**src/rtl/phase_cal_pkg.sv**
```systemverilog
package phase_cal_pkg;

  typedef enum logic [2:0] {
    CAL_IDLE,
    CAL_CLR,
    CAL_SETTLE,
    CAL_STEP,
    CAL_DONE,
    CAL_FAIL
  } cal_state_e;

  typedef enum logic [1:0] {
    HS_IDLE,
    HS_ISSUE,
    HS_GAP,
    HS_WAIT
  } hs_state_e;

  localparam int DEG_FULL = 360;

endpackage

```
**src/rtl/cal_settle_timer.sv**
```systemverilog
module cal_settle_timer #(
  parameter int CYC = 8,
  parameter int W   = 4
) (
  input  logic clk,
  input  logic rst_n,
  input  logic load_i,
  output logic expire_o
);

  logic [W-1:0] cnt_q;
  logic         run_q;

  always_ff @(posedge clk) begin
    if (!rst_n) begin
      run_q <= 1'b0;
      cnt_q <= '0;
    end else if (load_i) begin
      run_q <= 1'b1;
      cnt_q <= W'(CYC - 1);
    end else if (run_q) begin
      if (cnt_q == '0) run_q <= 1'b0;
      else             cnt_q <= cnt_q - 1'b1;
    end
  end

  assign expire_o = run_q && (cnt_q == '0) && !load_i;


  expire_single_chk: assert property (@(posedge clk) disable iff (!rst_n)
    expire_o |=> !expire_o);

endmodule

```
**src/rtl/cal_ps_handshake.sv**
```systemverilog
module cal_ps_handshake
  import phase_cal_pkg::*;
(
  input  logic clk,
  input  logic rst_n,
  input  logic go_i,
  input  logic dir_i,
  input  logic ps_done_i,
  output logic ps_req_o,
  output logic ps_dir_o,
  output logic ack_o
);

  hs_state_e st_q;
  logic      dir_q;

  always_ff @(posedge clk) begin
    if (!rst_n) begin
      st_q  <= HS_IDLE;
      dir_q <= 1'b1;
    end else begin
      unique case (st_q)
        HS_IDLE: if (go_i && ps_done_i) begin
          st_q  <= HS_ISSUE;
          dir_q <= dir_i;
        end
        HS_ISSUE: st_q <= HS_GAP;
        HS_GAP:   st_q <= HS_WAIT;
        HS_WAIT:  if (ps_done_i) st_q <= HS_IDLE;
        default:  st_q <= HS_IDLE;
      endcase
    end
  end

  assign ps_req_o = (st_q == HS_ISSUE);
  assign ps_dir_o = dir_q;
  assign ack_o    = (st_q == HS_WAIT) && ps_done_i;


  req_after_idle_chk: assert property (@(posedge clk) disable iff (!rst_n)
    ps_req_o |-> $past(ps_done_i));

  req_single_chk: assert property (@(posedge clk) disable iff (!rst_n)
    ps_req_o |=> !ps_req_o);

endmodule

```
**src/rtl/phase_cal_ctrl.sv**
```systemverilog
module phase_cal_ctrl
  import phase_cal_pkg::*;
#(
  parameter int CLK_HZ         = 100_000_000,
  parameter int SETTLE_US      = 5000,
  parameter int MAX_STEPS      = 5000,
  parameter int STEPS_PER_TURN = 448,
  parameter int CNT_W          = $clog2(MAX_STEPS + 2)
) (
  input  logic             clk,
  input  logic             rst_n,
  input  logic             start_i,
  input  logic             ps_done_i,
  input  logic             err_flag_i,
  output logic             ps_req_o,
  output logic             ps_dir_o,
  output logic             err_clr_o,
  output logic [CNT_W-1:0] lead_o,
  output logic [CNT_W-1:0] width_o,
  output logic [CNT_W-1:0] width_deg_o,
  output logic             done_o,
  output logic             fail_o
);

  localparam longint SETTLE_RAW = (longint'(CLK_HZ) * longint'(SETTLE_US)) / 64'd1000000;
  localparam int     SETTLE_CYC = (SETTLE_RAW < 1) ? 1 : int'(SETTLE_RAW);
  localparam int     SET_W      = $clog2(SETTLE_CYC + 1);
  localparam int     PROD_W     = CNT_W + 9;

  cal_state_e       st_q;
  logic             search_q;   // 0: lead search, 1: width search
  logic             first_q;
  logic             prev_q;
  logic             back_q;
  logic [CNT_W-1:0] cnt_q;
  logic [CNT_W-1:0] back_cnt_q;
  logic [CNT_W-1:0] lead_q;
  logic [CNT_W-1:0] width_q;

  logic step_go, step_ack, settle_exp, busy, cur, edge_hit;
  logic [PROD_W-1:0] deg_prod;

  assign busy      = (st_q == CAL_CLR) || (st_q == CAL_SETTLE) || (st_q == CAL_STEP);
  assign step_go   = (st_q == CAL_STEP);
  assign err_clr_o = (st_q == CAL_CLR);
  assign cur       = err_flag_i;
  assign edge_hit  = (prev_q != search_q) && (cur == search_q);

  cal_settle_timer #(.CYC(SETTLE_CYC), .W(SET_W)) u_timer (
    .clk      (clk),
    .rst_n    (rst_n),
    .load_i   (err_clr_o),
    .expire_o (settle_exp)
  );

  cal_ps_handshake u_hs (
    .clk       (clk),
    .rst_n     (rst_n),
    .go_i      (step_go),
    .dir_i     (!back_q),
    .ps_done_i (ps_done_i),
    .ps_req_o  (ps_req_o),
    .ps_dir_o  (ps_dir_o),
    .ack_o     (step_ack)
  );

  always_ff @(posedge clk) begin
    if (!rst_n) begin
      st_q       <= CAL_IDLE;
      search_q   <= 1'b0;
      first_q    <= 1'b1;
      prev_q     <= 1'b0;
      back_q     <= 1'b0;
      cnt_q      <= '0;
      back_cnt_q <= '0;
      lead_q     <= '0;
      width_q    <= '0;
    end else begin
      unique case (st_q)
        CAL_IDLE, CAL_DONE, CAL_FAIL: begin
          if (start_i) begin
            st_q     <= CAL_CLR;
            search_q <= 1'b0;
            first_q  <= 1'b1;
            back_q   <= 1'b0;
            cnt_q    <= '0;
            lead_q   <= '0;
            width_q  <= '0;
          end
        end
        CAL_CLR: st_q <= CAL_SETTLE;
        CAL_SETTLE: begin
          if (settle_exp) begin
            if (first_q) begin
              prev_q  <= cur;
              first_q <= 1'b0;
              st_q    <= CAL_STEP;
            end else if (edge_hit) begin
              if (!search_q) begin
                lead_q   <= cnt_q;
                search_q <= 1'b1;
                cnt_q    <= '0;
                first_q  <= 1'b1;
                st_q     <= CAL_CLR;
              end else begin
                width_q    <= cnt_q;
                back_cnt_q <= cnt_q >> 1;
                back_q     <= 1'b1;
                st_q       <= ((cnt_q >> 1) == '0) ? CAL_DONE : CAL_STEP;
              end
            end else if (cnt_q > CNT_W'(MAX_STEPS)) begin
              st_q <= CAL_FAIL;
            end else begin
              prev_q <= cur;
              st_q   <= CAL_STEP;
            end
          end
        end
        CAL_STEP: begin
          if (step_ack) begin
            if (back_q) begin
              back_cnt_q <= back_cnt_q - 1'b1;
              if (back_cnt_q == CNT_W'(1)) st_q <= CAL_DONE;
            end else begin
              cnt_q <= cnt_q + 1'b1;
              st_q  <= CAL_CLR;
            end
          end
        end
        default: st_q <= CAL_IDLE;
      endcase
    end
  end

  assign deg_prod    = PROD_W'(width_q) * PROD_W'(DEG_FULL);
  assign width_deg_o = CNT_W'(deg_prod / PROD_W'(STEPS_PER_TURN));
  assign lead_o      = lead_q;
  assign width_o     = width_q;
  assign done_o      = (st_q == CAL_DONE);
  assign fail_o      = (st_q == CAL_FAIL);


  done_fail_excl_chk: assert property (@(posedge clk) disable iff (!rst_n)
    !(done_o && fail_o));

  done_hold_chk: assert property (@(posedge clk) disable iff (!rst_n)
    (done_o && !start_i) |=> done_o);

  fail_hold_chk: assert property (@(posedge clk) disable iff (!rst_n)
    (fail_o && !start_i) |=> fail_o);

  no_step_in_measure_chk: assert property (@(posedge clk) disable iff (!rst_n)
    !(err_clr_o && ps_req_o));

  step_bound_chk: assert property (@(posedge clk) disable iff (!rst_n)
    cnt_q <= CNT_W'(MAX_STEPS + 1));

  reverse_after_width_chk: assert property (@(posedge clk) disable iff (!rst_n)
    (ps_req_o && !ps_dir_o) |-> (width_o != '0));

  busy_start_ignored_chk: assert property (@(posedge clk) disable iff (!rst_n)
    (busy && start_i && st_q == CAL_STEP) |=> !err_clr_o || $past(step_ack));

endmodule

```
**config.mk**
```make
export PLATFORM = sky130hd
export DESIGN_NAME = phase_cal_ctrl
export DESIGN_NICKNAME = d
export VERILOG_FILES = /design/src/rtl/phase_cal_pkg.sv /design/src/rtl/cal_settle_timer.sv /design/src/rtl/cal_ps_handshake.sv /design/src/rtl/phase_cal_ctrl.sv
export SDC_FILE = /design/constraint.sdc
export NUM_CORES = 1
export LEC_CHECK = 0
export BUFFER_PORTS_ARGS = -buffer_cell sky130_fd_sc_hd__buf_2
export CAP_MARGIN = 0
export CORE_ASPECT_RATIO = 1.4
export CORE_MARGIN = 5
export CORE_UTILIZATION = 30
export CTS_CLUSTER_DIAMETER = 50
export DETAILED_ROUTE_END_ITERATION = 10
export PLACE_DENSITY = 0.49
export SLEW_MARGIN = 20
export SYNTH_ARGS = -nofsm -noshare
export SYNTH_HDL_FRONTEND = slang
export SYNTH_SLANG_ARGS = --single-unit
```
**constraint.sdc**
```tcl
create_clock -name clk -period 17.3 [get_ports clk]
set_input_delay 3.46 -clock clk [delete_from_list [all_inputs] [get_ports clk]]
set_output_delay 3.46 -clock clk [all_outputs]
set_load 0.01 [all_outputs]
```
Word level (Yosys, flattened, before mapping) --
Cells that the tools add are included.
Cells by class: order comparisons 1, div/mod/pow operators 1, multiply operators 1, bitwise logic cells 2, reductions and logical operators 29, $add $sub $neg 3, muxes and demuxes 64, equal/unequal tests 26
Operators with widths (number):
- 2-to-1 mux 13 bit | 21
- case mux 13 bit (2 select lines) | 3
- 2-to-1 mux 19 bit | 3
- case mux 13 bit (3 select lines) | 1
- 2-to-1 mux 3 bit | 10
- inequality test 2 bit, second input constant | 12
- divider 22 x 9 -> 22 bit, second input constant | 1
- logical NOT 19 bit | 1
- multiplier 13 x 6 -> 19 bit, second input constant | 1
- 2-to-1 mux 1 bit | 19
- subtractor 19 x 1 -> 19 bit, second input constant | 1
- adder 13 x 1 -> 13 bit, second input constant | 1
- == test 13 x 1 -> 1 bit, second input constant | 1
- > comparator 13 bit, second input constant | 1
- logical NOT 13 bit | 1
- subtractor 13 x 1 -> 13 bit, second input constant | 1
- case mux 3 bit (4 select lines) | 1
- AND reduction 6 bit | 2
- case mux 2 bit (4 select lines) | 1
- AND reduction 2 bit | 4
- AND reduction 4 bit | 2
- AND reduction 8 bit | 1
- AND reduction 7 bit | 1
- == test 3 x 2 -> 1 bit, second input constant | 2
- 21 further kinds | 35
Storage, ports and cells: register bits after elaboration 82, output and inout bits 44, bits of input ports 5

Logic depth before layout (Yosys ltp) --
Gate-level depths: netlist (run 1).
word-level depth 7, mapped depth 28, mapped depth without buffers 25

Modules after synthesis --
A second synthesis (run 1) with hierarchy kept.
Second synthesis, totals: cells, all modules 941, area, all modules 7482.2 µm²
By module, submodules not included:
- phase_cal_ctrl | sequential area each 1181.1 µm², times used 1, area each 6110.9 µm², cells an instance 786
- cal_settle_timer | sequential area each 400.4 µm², times used 1, area each 1157.4 µm², cells an instance 132
- cal_ps_handshake | sequential area each 60.1 µm², times used 1, area each 214.0 µm², cells an instance 23

Worst setup path after synthesis (run 1) --
No wires, ideal clock.
kind reg2out, from register width_q[11], in the netlist width_o[11], to output port width_deg_o[0], setup slack 7095 ps, buffers on the path 2, cell stages (with the launch flop) 28, arrival 6745 ps, cells stage by stage dfxtp_1 ha_1 inv_1 fa_1 fa_1 inv_1 ha_1 buf_4 a211oi_1 o211ai_1 a2111oi_2 o21bai_1 and2_4 buf_6 mux2i_1 o31ai_2 o21ai_1 a21o_1 a311oi_4 a211oi_1 nor3_2 nor3_1 o31ai_4 o32ai_1 a2111oi_2 a211oi_2 maj3_2 a211oi_2
Between the ends: word-level cells in the longest chain between the ends 2
Ends and longest elaborated chain:
- start, declared | line phase_cal_ctrl.sv:38 | logic [CNT_W-1:0] width_q;
- start signal, assigned | line phase_cal_ctrl.sv:106 | width_q <= cnt_q;
- multiplier 13 x 6 -> 19 bit | line phase_cal_ctrl.sv:135 | assign deg_prod = PROD_W'(width_q) * PROD_W'(DEG_FULL);
- divider 22 x 9 -> 22 bit | line phase_cal_ctrl.sv:136 | assign width_deg_o = CNT_W'(deg_prod / PROD_W'(STEPS_PER_TURN));
- end, declared | line phase_cal_ctrl.sv:20 | output logic [CNT_W-1:0] width_deg_o,
Every way passes these cells.

Worst setup path in the final report (run 1) --
from register width_q[2], in the netlist width_o[2], to output port width_deg_o[0]
Same word-level chain as after synthesis.

==> metrics, run 1 <==
core footprint 23300 µm²; H-tree Lvls 3; EDFF count, synth 0; pre-CTS WS 5.78 ns; Filler cells 2549; Final setup viols 0; clock skew 0.00699 ns; final worst path period share 0.693; P&R area growth vs syn 10.7%; Sink Count 82; P per Cell Area 70.0 nW/µm²; maximum vdd ir drop 0.0473 mV; Die X-Extent 140 µm; number of cells after detailed placement 1248; PnR worst setup slack 5.31 ns; clock latency at the later pin of the worst-skew pair 0.34 ns; total power around 0.00055 W; sequential share of the synthesized area 0.231; Layout Cells excl Fill between 1000 and 1500; Mapped Area just over 7000 µm²; Post-Syn Area per Cell ~7.6 µm²; Synth async-reset ratio 0; Clock Path Buffers 2; Yosys top cell area share 0.231; CTS buffer count 9; max_cap viols 0; clock root cell clkbuf_16; crit path DAT ~8.5 ns; max-slew violation count 0; post-CTS setup buffers 0; quantity of I/O buffers inserted on ports 48; largest net degree at the start of global routing 47; final setup TNS 0 ns; dominant cells by area after synthesis dfxtp_1, ha_1, fa_1; most frequent cell after synthesis nand2_1; Setup CP Type reg -> out; Hold Violations, Final 0; HP Class reg -> reg; Post-synth top flop dfxtp_1; total track usage 0.144; Starting DRT DRC Count between 300 and 400; CTS tree yes; io pins 49; first-pass GRT wire length about 32 mm; Worst Tran Pin Value 0.905 ns; iteration count of the initial detailed-routing pass 5; Final nets 1022; Via Count 6702; Util after Layout 0.338; Cells after Synth around 940; number of global-route vias before repair 6593; Syn. warnings 0; slew margin rel. 0.393; Crit. End Element primary output; Hold Path Cell Cnt 2; Remaining Overflow, GRT 0; routed wire length 19.7 mm; biggest area consumer among synthesized cells dfxtp_1; maximum fanout along the worst path 11; status complete, no violations; min Tclk post-route between 10 and 15 ns; WL per Instance 15.6 µm; chip height just under 200 µm; Worst Path Required between 10 and 15 ns; cell row count 66; clk slew on worst S/H paths 0.06 ns; Die Area 26900 µm²; Fmax roughly 83 MHz; unrepaired setup endpoints after global routing no; syn nets between 1000 and 1500; GPL Wtd Cong 0.832; hpwl dp 15.2 mm; initial antenna violation count 0; hold-fix buffer count after cts 0; n_diodes 0; Vias/cell around 5.3; kind of start point of the critical path register; Routed Antenna Nets 0; Distinct cells, synth 89; PostCTS Resize Cnt 0; DRC viols 0; synth cell count leaders nand2_1, nor2_1, dfxtp_1; proportion of layout cells with a drive suffix above 1 0.113; Yosys reg bits 82; worst reg2reg path depth 14; Leak between 3 and 4 nW; initial core utilization 0.305
## cell families (layout without fill, tap and decap cells)
family | Yosys count | in the layout | synth area share
AO/OA/AOI/OAI | 269 | 269 | 0.264
XOR/XNOR | 39 | 39 | 0.0510
adder cells (fa/ha/maj) | 70 | 70 | 0.142
buffers and inverters | 121 | 144 | 0.0700
flip-flops | 82 | 82 | 0.231
multiplexers | 4 | 4 | 0.00563
AND/OR/NAND/NOR | 350 | 350 | 0.236
## registers in the layout, indices dropped and copies added, names as in the netlist
name           cells
back_cnt_q        13
back_q             1
cnt_q             13
first_q            1
lead_o            13
prev_q             1
search_q           1
st_q               3
u_hs.ps_dir_o      1
u_hs.st_q          2
u_timer.cnt_q     19
u_timer.run_q      1
width_o           13
## cell usage in the layout (no fill, tap or decap), types with 10 or more instances in the layout
cell type	count
nand2_1	97
nor2_1	84
dfxtp_1	82
inv_1	75
a21oi_1	74
nand3_1	55
o21ai_0	50
buf_2	48
ha_1	44
nor3_1	29
xnor2_1	24
a211oi_1	21
fa_1	20
nor4_1	14
xor2_1	13
a21o_1	11
and2_1	10
o211ai_1	10
## final cells by class
| class | count | area [µm²] | area share |
|---|---|---|---|
| clock buffers | 10 | 229 | 0.0291 |
| clock inverters | 6 | 90.1 | 0.0114 |
| inverters | 76 | 285 | 0.0362 |
| multi-input cells | 732 | 4970 | 0.632 |
| flip-flops and latches | 82 | 1640 | 0.208 |
| well taps | 306 | 383 | 0.0486 |
| repair buffers | 52 | 270 | 0.0343 |
## where the power goes
group | internal (W) | total (W) | switching [W]
Combinational | 0.0000431 | 0.000119 | 0.0000759
Sequential | 0.000207 | 0.000226 | 0.0000191
Clock | 0.000127 | 0.000206 | 0.0000792
## path summary, 6_finish.rpt
| path | startpoint | to | slack [ns] |
|---|---|---|---|
| worst max-delay path | width_o[2] | width_deg_o[0] | 5.31 |
| worst min-delay path | lead_o[0] | lead_o[0] | 0.45 |
| worst max register to register | u_timer.cnt_q[9] | cnt_q[7] | 13.14 |
| worst min register to register | lead_o[0] | lead_o[0] | 0.45 |
## per-stage QoR
stage | area, µm² | hold WS (ns)
3_3_place_gp | 7550 | 0.447
6_report | 7870 | 0.453
4_1_cts | 7870 | 0.457
3_5_place_dp | 7550 | 0.447
5_1_grt | 7870 | 0.479
2_1_floorplan | 7110 | 0.437
## critical path, cell delays in order (launching register included)
cell and delay (ns):
dfxtp_1 0.42, ha_1 0.29, ha_1 0.32, fa_1 0.48, ha_1 0.24, fa_1 0.41
a21oi_1 0.31, o22ai_1 0.16, o41a_1 0.43, a211oi_2 0.73, nor2_2 0.24, maj3_1 0.41
a32oi_1 0.24, nand2_1 0.23, a311oi_1 0.43, o221a_2 0.29, a22oi_1 0.11, nor4_1 0.58
nor3_1 0.15, o31ai_4 0.34, nand2_1 0.20, a211oi_1 0.34, a211oi_2 0.09, maj3_2 0.32
a211oi_2 0.24, buf_2 0.16
## per-layer routing
metal	track usage	routed length [µm]	up-vias
met4	0.0440	393	0
met5	0	0	-
met1	0.163	8120	3147
met2	0.279	10700	131
met3	0.0174	471	32
li1	-	-	3392
Power figures use the tool's default switching activity.
==> run 2: changes to the inputs <==
--- a/config.mk
+++ b/config.mk
@@ -12,7 +12,7 @@
 export CORE_UTILIZATION = 30
 export CTS_CLUSTER_DIAMETER = 50
 export DETAILED_ROUTE_END_ITERATION = 10
-export PLACE_DENSITY = 0.49
+export PLACE_DENSITY = 0.51
 export SLEW_MARGIN = 20
 export SYNTH_ARGS = -nofsm -noshare
 export SYNTH_HDL_FRONTEND = slang
==> constraint.sdc (replaced) <==
create_clock -name clk -period 10.4 [get_ports clk]
set_input_delay 2.08 -clock clk [delete_from_list [all_inputs] [get_ports clk]]
set_output_delay 2.08 -clock clk [all_outputs]
set_load 0.01 [all_outputs]
==> metrics, run 2 (synthesis gave the netlist of run 1 again) <==
commonest cells after routing, fill and taps aside nand2_1, nor2_1, dfxtp_1 (unchanged); most common cell after layout, fill and taps aside nand2_1 (unchanged); chip height 192 µm (unchanged); io pins 49 (unchanged); initial core utilization 0.305 (unchanged); Final nets 1025 (was 1022); Vias/cell 5.32 (was 5.30); GPL Wtd Cong 0.865 (was 0.832); number of cells after detailed placement 1251 (was 1248); Fmax 100 MHz; cell row count 66 (unchanged); Final setup viols 0 (unchanged); crit path DAT 7.89 ns (was 8.53 ns); quantity of I/O buffers inserted on ports 48 (unchanged); PnR worst setup slack 0.434 ns (was 5.31 ns); Setup CP Type reg -> out (unchanged); Starting DRT DRC Count 302 (was 380); Die X-Extent 140 µm (unchanged); min Tclk post-route 9.97 ns; post-CTS setup buffers 0 (unchanged); status complete, no violations (unchanged); Remaining Overflow, GRT 0 (unchanged); maximum vdd ir drop 0.111 mV (was 0.0473 mV); max-slew violation count 0 (unchanged); clock root cell clkbuf_16 (unchanged); number of global-route vias before repair 6562 (was 6593); HP Class reg -> reg (unchanged); first-pass GRT wire length 32.2 mm (was 32.4 mm); Die Area 26900 µm² (unchanged); max reg flops 19 (unchanged); P&R area growth vs syn 11.9% (was 10.7%); kind of start point of the critical path register (unchanged); Crit. End Element primary output (unchanged); clock skew 0.0125 ns (was 0.00699 ns); Filler cells 2539 (was 2549); hpwl dp 14.9 mm (was 15.2 mm); initial antenna violation count 0 (unchanged); CP peak stage delay 0.54 ns (was 0.73 ns); DRC viols 0 (unchanged); WL per Instance 15.5 µm (was 15.6 µm); Leak 3.15 nW (was 3.12 nW); proportion of layout cells with a drive suffix above 1 0.127 (was 0.113); Via Count 6745 (was 6702); Worst Tran Pin Value 0.869 ns (was 0.905 ns); slew margin rel. 0.420 (was 0.393); Layout Cells excl Fill 1267 (was 1264); Routed Antenna Nets 0 (unchanged); Hold Slack 0.455 ns (was 0.453 ns); maximum fanout along the worst path 8 (was 11); total track usage 0.144 (about the same); PostCTS Resize Cnt 0 (unchanged); largest register by flop count u_timer.cnt_q (unchanged); worst reg2reg path depth 14 (unchanged); hold-fix buffer count after cts 0 (unchanged); CP max-delay cell fa_1 (was a211oi_2); final worst path period share 0.958; multi-input logic area 5050 µm² (was 4970 µm²); Clock Path Buffers 2 (unchanged); largest net degree at the start of global routing 47 (unchanged); CTS tree yes (unchanged); Worst Path Required 8.32 ns (was 13.84 ns); max_cap viols 0 (unchanged); Hold Violations, Final 0 (unchanged); final setup TNS 0 ns (unchanged); CTS buffer count 9 (unchanged); clock latency at the later pin of the worst-skew pair 0.35 ns (was 0.34 ns); pre-CTS WS 0.695 ns (was 5.78 ns); H-tree Lvls 3 (unchanged); Hold Path Cell Cnt 2 (unchanged); Sink Count 82 (unchanged); Sequential cell area 1640 µm² (unchanged); routed wire length 19.7 mm (about the same); core footprint 23300 µm² (unchanged); iteration count of the initial detailed-routing pass 4 (was 5); n_diodes 0 (unchanged); clk slew on worst S/H paths 0.07 ns (was 0.06 ns); Util after Layout 0.342 (was 0.338); P per Cell Area 112 nW/µm² (was 70.0 nW/µm²)
[run 2: cell count changes in the layout (fill, tap and decap cells not counted), moves of 3 or more]
cell,change
clkbuf_8,+3
a211oi_1,-3
clkinv_4,+3
buf_4,+3
[run 2: power breakdown]
part	switching, W	internal, W	leakage [nW]	total, W
Sequential	0.0000315	0.000344	0.665	0.000375
Clock	0.000134	0.000183	0.149	0.000317
Combinational	0.000125	0.0000715	2.34	0.000196
Total	0.000290	0.000598	3.15	0.000888
[run 2: metrics by stage]
step                instance area, µm²  power, W
CTS                               7880  0.000900
finish                            7960  0.000888
floorplan                         7110  0.000532
global route                      7960  0.000941
detailed placement                7580  0.000580
global placement                  7580  0.000579
[run 2: worst paths after layout]
kind / startpoint / endpoint / slack [ns]
setup / recovery: width_o[8] / width_deg_o[0] / 0.43
hold / removal: lead_o[3] / lead_o[3] / 0.45
setup reg to reg: u_timer.cnt_q[9] / cnt_q[7] / 6.10
hold reg to reg: lead_o[3] / lead_o[3] / 0.45
[run 2: worst max-delay path: cells and delay by family (launching register included)]
kind            cells  cell delay, ns
simple gates       10            2.58
buf+inv             3            0.29
fa+ha+maj           4            1.70
flops               1            0.36
compound gates      9            2.61
[run 2: layer usage]
| layer | GRT usage | routed length, µm |
|---|---|---|
| met1 | 0.156 | 8120 |
| met2 | 0.275 | 10500 |
| met3 | 0.0224 | 598 |
| met4 | 0.0578 | 474 |
| met5 | 0 | 0 |
[run 2: final cells by class]
cell class                 count  area share
clock inverter                 4     0.00440
inverter                      76      0.0358
multi-input combinational    732       0.635
tap                          306      0.0481
sequential                    82       0.206
clock buffer                  12      0.0335
timing repair buffer          55      0.0368
